[src/rtl/sigcond_pkg.sv]
`timescale 1ns/1ps
package sigcond_pkg;

  typedef enum logic {
    FILT_DEBOUNCE = 1'b0,
    FILT_GLITCH   = 1'b1
  } filt_mode_e;

  localparam int unsigned SEL_W = 4;

  // Hold time of each setting in units of half a microsecond.
  function automatic int unsigned half_us_of(input logic [SEL_W-1:0] sel);
    int unsigned h;
    case (sel)
      4'd0:  h = 1;
      4'd1:  h = 2;
      4'd2:  h = 4;
      4'd3:  h = 10;
      4'd4:  h = 20;
      4'd5:  h = 40;
      4'd6:  h = 100;
      4'd7:  h = 200;
      4'd8:  h = 400;
      4'd9:  h = 1000;
      4'd10: h = 2000;
      4'd11: h = 4000;
      4'd12: h = 10000;
      4'd13: h = 20000;
      4'd14: h = 40000;
      default: h = 50000;
    endcase
    return h;
  endfunction

  // Clock cycles for a setting, given the clock rate in MHz.
  function automatic int unsigned hold_cycles(input logic [SEL_W-1:0] sel,
                                              input int unsigned clk_mhz);
    return (half_us_of(sel) * clk_mhz) / 2;
  endfunction

endpackage

[src/rtl/sc_sync.sv]
`timescale 1ns/1ps
module sc_sync #(
  parameter int unsigned STAGES = 2
) (
  input  logic clk,
  input  logic rst_n,
  input  logic d,
  output logic q
);
  logic [STAGES-1:0] chain;

  generate
    for (genvar i = 0; i < STAGES; i++) begin : g_stage
      if (i == 0) begin : g_first
        always_ff @(posedge clk or negedge rst_n) begin
          if (!rst_n) chain[0] <= 1'b0;
          else        chain[0] <= d;
        end
      end else begin : g_next
        always_ff @(posedge clk or negedge rst_n) begin
          if (!rst_n) chain[i] <= 1'b0;
          else        chain[i] <= chain[i-1];
        end
      end
    end
  endgenerate

  assign q = chain[STAGES-1];
endmodule

[src/rtl/sc_debounce.sv]
`timescale 1ns/1ps
module sc_debounce
  import sigcond_pkg::*;
#(
  parameter int unsigned CNT_W = 21
) (
  input  logic             clk,
  input  logic             rst_n,
  input  logic             sync_in,
  input  filt_mode_e       mode,
  input  logic [CNT_W-1:0] limit,
  output logic             level,
  output logic             hold_done
);
  logic [CNT_W-1:0] cnt;
  logic             differ;

  assign differ    = (sync_in != level);
  assign hold_done = (mode == FILT_DEBOUNCE) && differ &&
                     (({1'b0, cnt} + 1'b1) >= {1'b0, limit});

  always_ff @(posedge clk or negedge rst_n) begin
    if (!rst_n) begin
      level <= 1'b0;
      cnt   <= '0;
    end else if (mode == FILT_GLITCH) begin
      level <= sync_in;
      cnt   <= '0;
    end else if (!differ) begin
      cnt   <= '0;
    end else if (hold_done) begin
      level <= sync_in;
      cnt   <= '0;
    end else begin
      cnt   <= cnt + 1'b1;
    end
  end

  // a de-bounced level only moves when the hold count completed
  assert_hold_before_change_R3: assert property (@(posedge clk) disable iff (!rst_n)
    (mode == FILT_DEBOUNCE && $past(mode) == FILT_DEBOUNCE && level != $past(level))
      |-> $past(hold_done));

  // in glitch-detect mode the level is the synchronized input one cycle late
  assert_follow_sync_R5: assert property (@(posedge clk) disable iff (!rst_n)
    ($past(mode) == FILT_GLITCH) |-> (level == $past(sync_in)));
endmodule

[src/rtl/sc_glitch.sv]
`timescale 1ns/1ps
module sc_glitch
  import sigcond_pkg::*;
#(
  parameter int unsigned CNT_W = 21
) (
  input  logic             clk,
  input  logic             rst_n,
  input  logic             sync_in,
  input  filt_mode_e       mode,
  input  logic [CNT_W-1:0] limit,
  input  logic             clr,
  output logic             flag,
  output logic             short_pulse
);
  logic             prev;
  logic             seen;
  logic [CNT_W-1:0] run;
  logic             change;

  assign change      = (sync_in != prev);
  assign short_pulse = change && seen && (run < limit) && (mode == FILT_GLITCH);

  always_ff @(posedge clk or negedge rst_n) begin
    if (!rst_n) begin
      prev <= 1'b0;
      seen <= 1'b0;
      run  <= '0;
    end else begin
      prev <= sync_in;
      if (change) begin
        run  <= {{(CNT_W-1){1'b0}}, 1'b1};
        seen <= 1'b1;
      end else if (run != {CNT_W{1'b1}}) begin
        run  <= run + 1'b1;
      end
    end
  end

  always_ff @(posedge clk or negedge rst_n) begin
    if (!rst_n)           flag <= 1'b0;
    else if (short_pulse) flag <= 1'b1;
    else if (clr)         flag <= 1'b0;
  end

  // flag never drops without a clear request
  assert_flag_sticky_R7: assert property (@(posedge clk) disable iff (!rst_n)
    ($past(flag) && !$past(clr)) |-> flag);

  // flag rises only after a detected short interval
  assert_flag_cause_R6: assert property (@(posedge clk) disable iff (!rst_n)
    $rose(flag) |-> $past(short_pulse));

  // flag never rises from a cycle spent in de-bounce mode
  assert_flag_mode_R10: assert property (@(posedge clk) disable iff (!rst_n)
    $rose(flag) |-> ($past(mode) == FILT_GLITCH));
endmodule

[src/rtl/sc_edge.sv]
`timescale 1ns/1ps
module sc_edge (
  input  logic clk,
  input  logic rst_n,
  input  logic level,
  input  logic neg_edge,
  output logic stb
);
  logic level_d;

  always_ff @(posedge clk or negedge rst_n) begin
    if (!rst_n) level_d <= 1'b0;
    else        level_d <= level;
  end

  assign stb = neg_edge ? (level_d & ~level) : (~level_d & level);

  // a strobe always marks a real level change in the requested direction
  assert_strobe_edge_R8: assert property (@(posedge clk) disable iff (!rst_n)
    stb |-> (level != $past(level)) && (level == !neg_edge));
endmodule

[src/rtl/sig_conditioner.sv]
`timescale 1ns/1ps
module sig_conditioner
  import sigcond_pkg::*;
#(
  parameter int unsigned CLK_MHZ     = 48,
  parameter int unsigned SYNC_STAGES = 2
) (
  input  logic       clk,
  input  logic       rst_n,
  input  logic       raw_in,
  input  logic [3:0] time_sel,
  input  logic       mode_glitch,
  input  logic       edge_neg,
  input  logic       glitch_clr,
  output logic       level_out,
  output logic       edge_stb,
  output logic       glitch_flag
);
  localparam int unsigned MAX_HOLD = hold_cycles(4'd15, CLK_MHZ);
  localparam int unsigned CNT_W    = $clog2(MAX_HOLD + 1);

  filt_mode_e       mode;
  logic [CNT_W-1:0] limit;
  logic             sync_lvl;
  logic             hold_done;
  logic             short_pulse;

  assign mode  = filt_mode_e'(mode_glitch);
  assign limit = CNT_W'(hold_cycles(time_sel, CLK_MHZ));

  sc_sync #(.STAGES(SYNC_STAGES)) u_sync (
    .clk   (clk),
    .rst_n (rst_n),
    .d     (raw_in),
    .q     (sync_lvl)
  );

  sc_debounce #(.CNT_W(CNT_W)) u_deb (
    .clk       (clk),
    .rst_n     (rst_n),
    .sync_in   (sync_lvl),
    .mode      (mode),
    .limit     (limit),
    .level     (level_out),
    .hold_done (hold_done)
  );

  sc_glitch #(.CNT_W(CNT_W)) u_glitch (
    .clk         (clk),
    .rst_n       (rst_n),
    .sync_in     (sync_lvl),
    .mode        (mode),
    .limit       (limit),
    .clr         (glitch_clr),
    .flag        (glitch_flag),
    .short_pulse (short_pulse)
  );

  sc_edge u_edge (
    .clk      (clk),
    .rst_n    (rst_n),
    .level    (level_out),
    .neg_edge (edge_neg),
    .stb      (edge_stb)
  );

  // outputs quiet in the first cycle after reset release
  assert_reset_quiet_R9: assert property (@(posedge clk)
    $rose(rst_n) |-> (!glitch_flag && !edge_stb));
endmodule

[config.mk]
export PLATFORM = sky130hd
export DESIGN_NAME = sig_conditioner
export DESIGN_NICKNAME = d
export VERILOG_FILES = /design/src/rtl/sigcond_pkg.sv /design/src/rtl/sc_sync.sv /design/src/rtl/sc_debounce.sv /design/src/rtl/sc_glitch.sv /design/src/rtl/sc_edge.sv /design/src/rtl/sig_conditioner.sv
export SDC_FILE = /design/constraint.sdc
export NUM_CORES = 1
export LEC_CHECK = 0
export ABC_AREA = 1
export BUFFER_PORTS_ARGS = -buffer_cell sky130_fd_sc_hd__clkbuf_2
export CAP_MARGIN = 40
export CORE_UTILIZATION = 64
export DETAILED_ROUTE_END_ITERATION = 10
export GPL_TIMING_DRIVEN = 0
export PLACE_DENSITY = 0.84
export SKIP_LAST_GASP = 1
export SLEW_MARGIN = 20
export SYNTH_ARGS = -nofsm -noshare
export SYNTH_HDL_FRONTEND = slang
export SYNTH_SLANG_ARGS = --single-unit
[constraint.sdc]
create_clock -name clk -period 3.3 [get_ports clk]
set_input_delay 0.66 -clock clk [delete_from_list [all_inputs] [get_ports clk]]
set_output_delay 0.66 -clock clk [all_outputs]
set_load 0.005 [all_outputs]
# Yosys cells after proc, flatten, opt, wreduce, memory -nomap -nowiden
# Memory sizes are Yosys's and may differ from the RTL's.
# Index checks and enable logic that the tools add are counted.
# totals
register_bits	49
rom_bits	256
inputBits	10
out_inout_bits	3
wordCells	45
n_memories	1
# memory_table
name	words	width	read_ports	rd_clocked_by_memory_dff	wr	line	source
(name not given)	16	16	1	0	0	sigcond_pkg.sv:14	case (sel)
# classes
n_addsub	3
mul	1
order_cmp	2
n_eq_ne	3
muxes	11
n_bitwise	5
n_reduce_logical	10
# op_table
operator	n
2-to-1 mux 21 bit	5
adder 21 x 1 -> 21 bit (second input constant)	2
multiplier 32 x 2 -> 18 bit (second input constant)	1
adder 21 x 1 -> 22 bit (second input constant)	1
>= comparator 22 x 21 -> 1 bit	1
< comparator 21 bit	1
!= test 21 bit (second input constant)	1
nonzero test 2 bit	4
2-to-1 mux 1 bit	6
logical AND 1 bit	5
inverter 1 bit	3
AND 1 bit	2
!= test 1 bit	2
AND reduction 2 bit	1

# Depth between registers and ports, before layout
# An unclocked memory read counts as a cell.
# logic_depth
ltp_word	7
depth_mapped	32
ltp_nobuf	32

# Modules after synthesis
# A second synthesis with hierarchy kept.
# hier_totals
hier_cells	785
area_unflattened_um2	5143.7
# by_module_without_submodules
mod	n_inst	cells_each	area_per_inst_um2	seq_area_each_um2
sc_glitch	1	291	1986.9	600.6
sc_debounce	1	244	1799.2	550.5
sig_conditioner	1	241	1257.5	0.0
sc_edge	1	7	50.0	25.0
sc_sync	1	2	50.0	50.0

# Worst setup path after synthesis
# No wires, ideal clock.
# synth_timing
kind	input to register
from	in time_sel[0]
to	reg u_deb.cnt[14]
arrival_time_ns	4.078
slack_ns	-0.847
cell_stages	27
cell_sequence	inv_1 ha_1 nor2_1 a211oi_1 ha_1 a21oi_1 nand2_1 nand2_1 o211ai_1 a21oi_1 o21ai_0 xnor2_1 ha_1 nand2_1 nor2_1 nand3_1 nor2_1 nor2_1 nand3_1 nand2_1 nand3_1 nand2_1 nand2_1 nand2_2 nand4_4 buf_6 nor2_2
# synth_via
elab_chain_len	7
# synth_lines
item	line	source
from (decl)	sig_conditioner.sv:11	input logic [3:0] time_sel,
memory read (16 x 16 bit)	--	
multiplier 32 x 2 -> 18 bit	sigcond_pkg.sv:38	return (half_us_of(sel) * clk_mhz) / 2;
>= comparator 22 x 21 -> 1 bit	sc_debounce.sv:20	(({1'b0, cnt} + 1'b1) >= {1'b0, limit});
logical AND 1 bit	sc_debounce.sv:19	assign hold_done = (mode == FILT_DEBOUNCE) && differ &&
2-to-1 mux 21 bit	sc_debounce.sv:31	end else if (hold_done) begin
2-to-1 mux 21 bit	sc_debounce.sv:29	end else if (!differ) begin
2-to-1 mux 21 bit	sc_debounce.sv:26	end else if (mode == FILT_GLITCH) begin
to (signal assigned)	sc_debounce.sv:35	cnt <= cnt + 1'b1;
to (decl)	sc_debounce.sv:15	logic [CNT_W-1:0] cnt;
# No other way between the ends.
# A chain may end at the register's enable or synchronous reset.

# Worst setup path in the final report
# layout_timing
from	in time_sel[1]
to	reg u_deb.cnt[2]
# The elaborated chain is that of the path after synthesis.

==> results.py <==
metrics = {
    "layout": {
        "final_util": 0.843,
        "finalNetCount": 714,
        "drive_above_1_share": 0.224,
        "antenna_cells": 0,
        "fillerInstances": 337,
        "final_cells": 723,
        "syn_to_final_growth_pct": 24.9,
    },
    "detailed_routing": {
        "routedWlPerCell_um": 19.4,
        "drt_iter0_markers": 428,
        "drt-total-wl_um": 14000,
        "drcViolationCount": 0,
        "antenna_left": 0,
        "viasPerCell": 6.54,
        "first_pass_iters": 6,
        "num_vias": 4730,
    },
    "clock_tree": {
        "holdBufCountCts": 0,
        "cts_buffers": 5,
        "tritoncts": "done",
        "insertion_delay_ps": 320,
        "htreeDepth": 2,
        "cts.sinks": 49,
        "clk_path_buf_depth": 2,
        "clkTransAtPathRegs_ps": 100,
        "cts-root-buf": "clkbuf_8",
    },
    "worst_setup_path": {
        "start_kind": "input pin",
        "crit_arrival_ps": 4880,
        "r2r-end": "u_deb.cnt[2]$_DFF_PN0_",
        "path_max_fanout": 7,
        "max_stage_delay_ps": 380,
        "ff2ff_path_depth": 23,
        "slowest_stage": "ha_1",
        "worst-setup-path-type": "in2reg",
        "crit_path_frequent_cell": "nand2_1",
        "critPathBufInv": 7,
        "required_ps": 3560,
        "r2r_start": "u_deb.cnt[0]$_DFF_PN0_",
        "cp_top_family": "simple AND/OR/NAND/NOR gates",
        "r2r_slack_ps": -710,
        "crit_path_end_kind": "register",
    },
    "logic_synthesis": {
        "ys_seq_area_frac": 0.280,
        "synthArstFlopShare": 1.00,
        "syn_avg_cell_area_um2": 7.30,
        "synthFlopType": "dfrtp_1",
        "ys_types": 43,
        "syn_nets": 668,
        "syn-cell-area_um2": 4380,
        "yosys_warnings": 0,
        "synth_edf_count": 0,
        "yosysTopAreaCellShare": 0.280,
        "synth_common_cells": "nand2_1, inv_1, nor2_1, ha_1, dfrtp_1",
        "synthCells": 600,
        "synth.ff_latch_count": 49,
        "yosysTopAreaCell": "dfrtp_1",
        "synth.top_cells.by_area": "dfrtp_1, ha_1, nand2_1, inv_1, nor2_1",
        "post-synth-top-count-cell": "nand2_1",
    },
    "sta": {
        "hold_violations": 0,
        "rsz0062_at_grt": "yes",
        "slew_headroom": 0.548,
        "holdWs_ps": 361,
        "fin_crit_sh": 1.40,
        "period_needed_ps": 4620,
        "fmax_mhz": 217,
        "setup_violations": 23,
        "finalMaxSlewViolations": 0,
        "setup_ws_ps": -1320,
        "worst_pin_slew_ps": 677,
        "skew_ps": 15.3,
    },
    "global_route": {
        "grt.total_usage": 0.343,
        "grt_pass1_wl_um": 19600,
        "grt_overflow": 0,
        "grt_max_degree": 50,
        "grt_pass1_vias": 4410,
        "antenna_found_initial": 0,
    },
    "placed_design": {
        "dp_cells": 688,
        "port_buffers": 11,
        "pre_cts_ws_ps": -1510,
        "dp_hpwl_um": 8160,
        "gp_congestion": 0.952,
    },
    "power": {
        "vdd_ir_drop_max_mv": 0.200,
        "p_leak_nw": 2.63,
        "p_per_area_nw_per_um2": 302,
    },
    "worst_hold_path": {
        "whs_endpoint": "u_sync.q$_DFF_PN0_",
        "hp-class": "reg2reg",
        "min_from": "u_sync.chain[0]$_DFF_PN0_",
        "hold_depth": 0,
    },
    "floorplanning": {
        "chipHeight_um": 84.8,
        "rows": 29,
        "die_area_um2": 7180,
        "die_x_um": 84.8,
        "initial_utilization": 0.675,
        "io_pins": 13,
        "coreArea_um2": 6490,
    },
    "outcome": {
        "violations": "negative setup slack",
        "status": "finished, violations left",
    },
    "run": {
        "drv_cap": 0,
    },
}
-- power by group --
part | switching [mW] | internal, mW | leakage (nW) | total [mW]
logic | 0.346 | 0.233 | 1.91 | 0.579
registers | 0.0146 | 0.616 | 0.659 | 0.630
clock network | 0.220 | 0.225 | 0.0546 | 0.445
-- per-layer routing --
layer,vias up,track usage,part of all wire
met5,-,0,0
met4,0,0.149,0.076
met3,134,0.0501,0.088
met2,371,0.622,0.48
met1,2145,0.402,0.35
li1,2080,-,-
-- worst max path at each step --
stage | startpoint | to | slack, ps | cells past startpoint
2_1_floorplan | time_sel[1] | u_deb.cnt[14]$_DFF_PN0_ | -610 | 28
3_3_place_gp | time_sel[1] | u_deb.cnt[16]$_DFF_PN0_ | -1360 | 28
3_5_place_dp | time_sel[1] | u_deb.cnt[15]$_DFF_PN0_ | -1510 | 28
4_1_cts | time_sel[1] | u_deb.cnt[15]$_DFF_PN0_ | -700 | 31
5_1_grt | time_sel[1] | u_deb.cnt[2]$_DFF_PN0_ | -1390 | 27
6_report | time_sel[1] | u_deb.cnt[2]$_DFF_PN0_ | -1320 | 28
-- registers in the layout (all words and copies together), names as in the netlist --
name            count
u_deb.cnt          21
u_deb.level         1
u_edge.level_d      1
u_glitch.flag       1
u_glitch.prev       1
u_glitch.run       21
u_glitch.seen       1
u_sync.chain        1
u_sync.q            1
-- kinds of logic after synthesis --
group                    after synthesis  share of synthesized area
AO/OA/AOI/OAI                         79                      0.107
XOR/XNOR                              26                     0.0520
adder cells (fa/ha/maj)               58                      0.167
buffers and inverters                108                     0.0976
flip-flops                            49                      0.280
AND/OR/NAND/NOR                      280                      0.296
-- placed cells by master, fill, tap and decap left out, types with 4 or more instances in the layout --
| cell type | Yosys | layout |
|---|---|---|
| inv_1 | 101 | 91 |
| clkbuf_8 | 0 | 6 |
| a211oi_1 | 5 | 4 |
| inv_2 | 1 | 6 |
| nand2_4 | 0 | 4 |
| nand2_1 | 116 | 107 |
| ha_4 | 0 | 8 |
| buf_12 | 0 | 4 |
| a31oi_1 | 6 | 6 |
| buf_4 | 0 | 23 |
| a21oi_2 | 1 | 4 |
| nand3_2 | 4 | 7 |
| nor2_2 | 12 | 5 |
| xor2_1 | 20 | 17 |
| nor2_1 | 60 | 47 |
| ha_1 | 57 | 48 |
| nand4_1 | 17 | 17 |
| nor2_4 | 0 | 20 |
| clkbuf_2 | 0 | 8 |
| a21oi_1 | 35 | 31 |
| o21ai_0 | 15 | 13 |
| dfrtp_1 | 49 | 49 |
| nand2_2 | 4 | 9 |
| xnor2_1 | 6 | 4 |
| nor3_1 | 19 | 14 |
| nor3_2 | 1 | 4 |
| nand3_1 | 31 | 27 |
| nor4_1 | 6 | 6 |
-- worst reg2reg max path, delay by kind of cell (launching register included) --
family,cells,cell delay (ps)
adder cells (fa/ha/maj),2,550
XOR/XNOR,1,270
AND/OR/NAND/NOR,16,2220
flip-flops,1,470
buffers and inverters,4,450
-- layout make-up --
type,instances,area (um2),share of cell area
tap,77,96.3,0.0176
clock inverter,2,38.8,0.00709
timing repair buffer,39,353,0.0645
multi-input combinational,443,3220,0.589
buffer,6,67.6,0.0123
sequential,49,1230,0.224
clock buffer,5,68.8,0.0126
inverter,102,399,0.0729
-- timing repair --
item / CTS / global route
cloned: 1 / 0
setup endpoints to repair: 23 / 23
resized for setup: 47 / 48
pin swaps: 32 / 34
buffers inserted: 22 / 6
-- metrics by stage --
stage | cell area, um2 | TNS (ps) | power (mW)
finish | 5470 | -28530 | 1.65
global route | 5470 | -30190 | 1.72
CTS | 5180 | -14920 | 1.55
detailed placement | 4640 | -32090 | 1.01
global placement | 4640 | -28760 | 0.987
floorplan | 4490 | -11780 | 0.903
(Power assumes the default switching activity.)
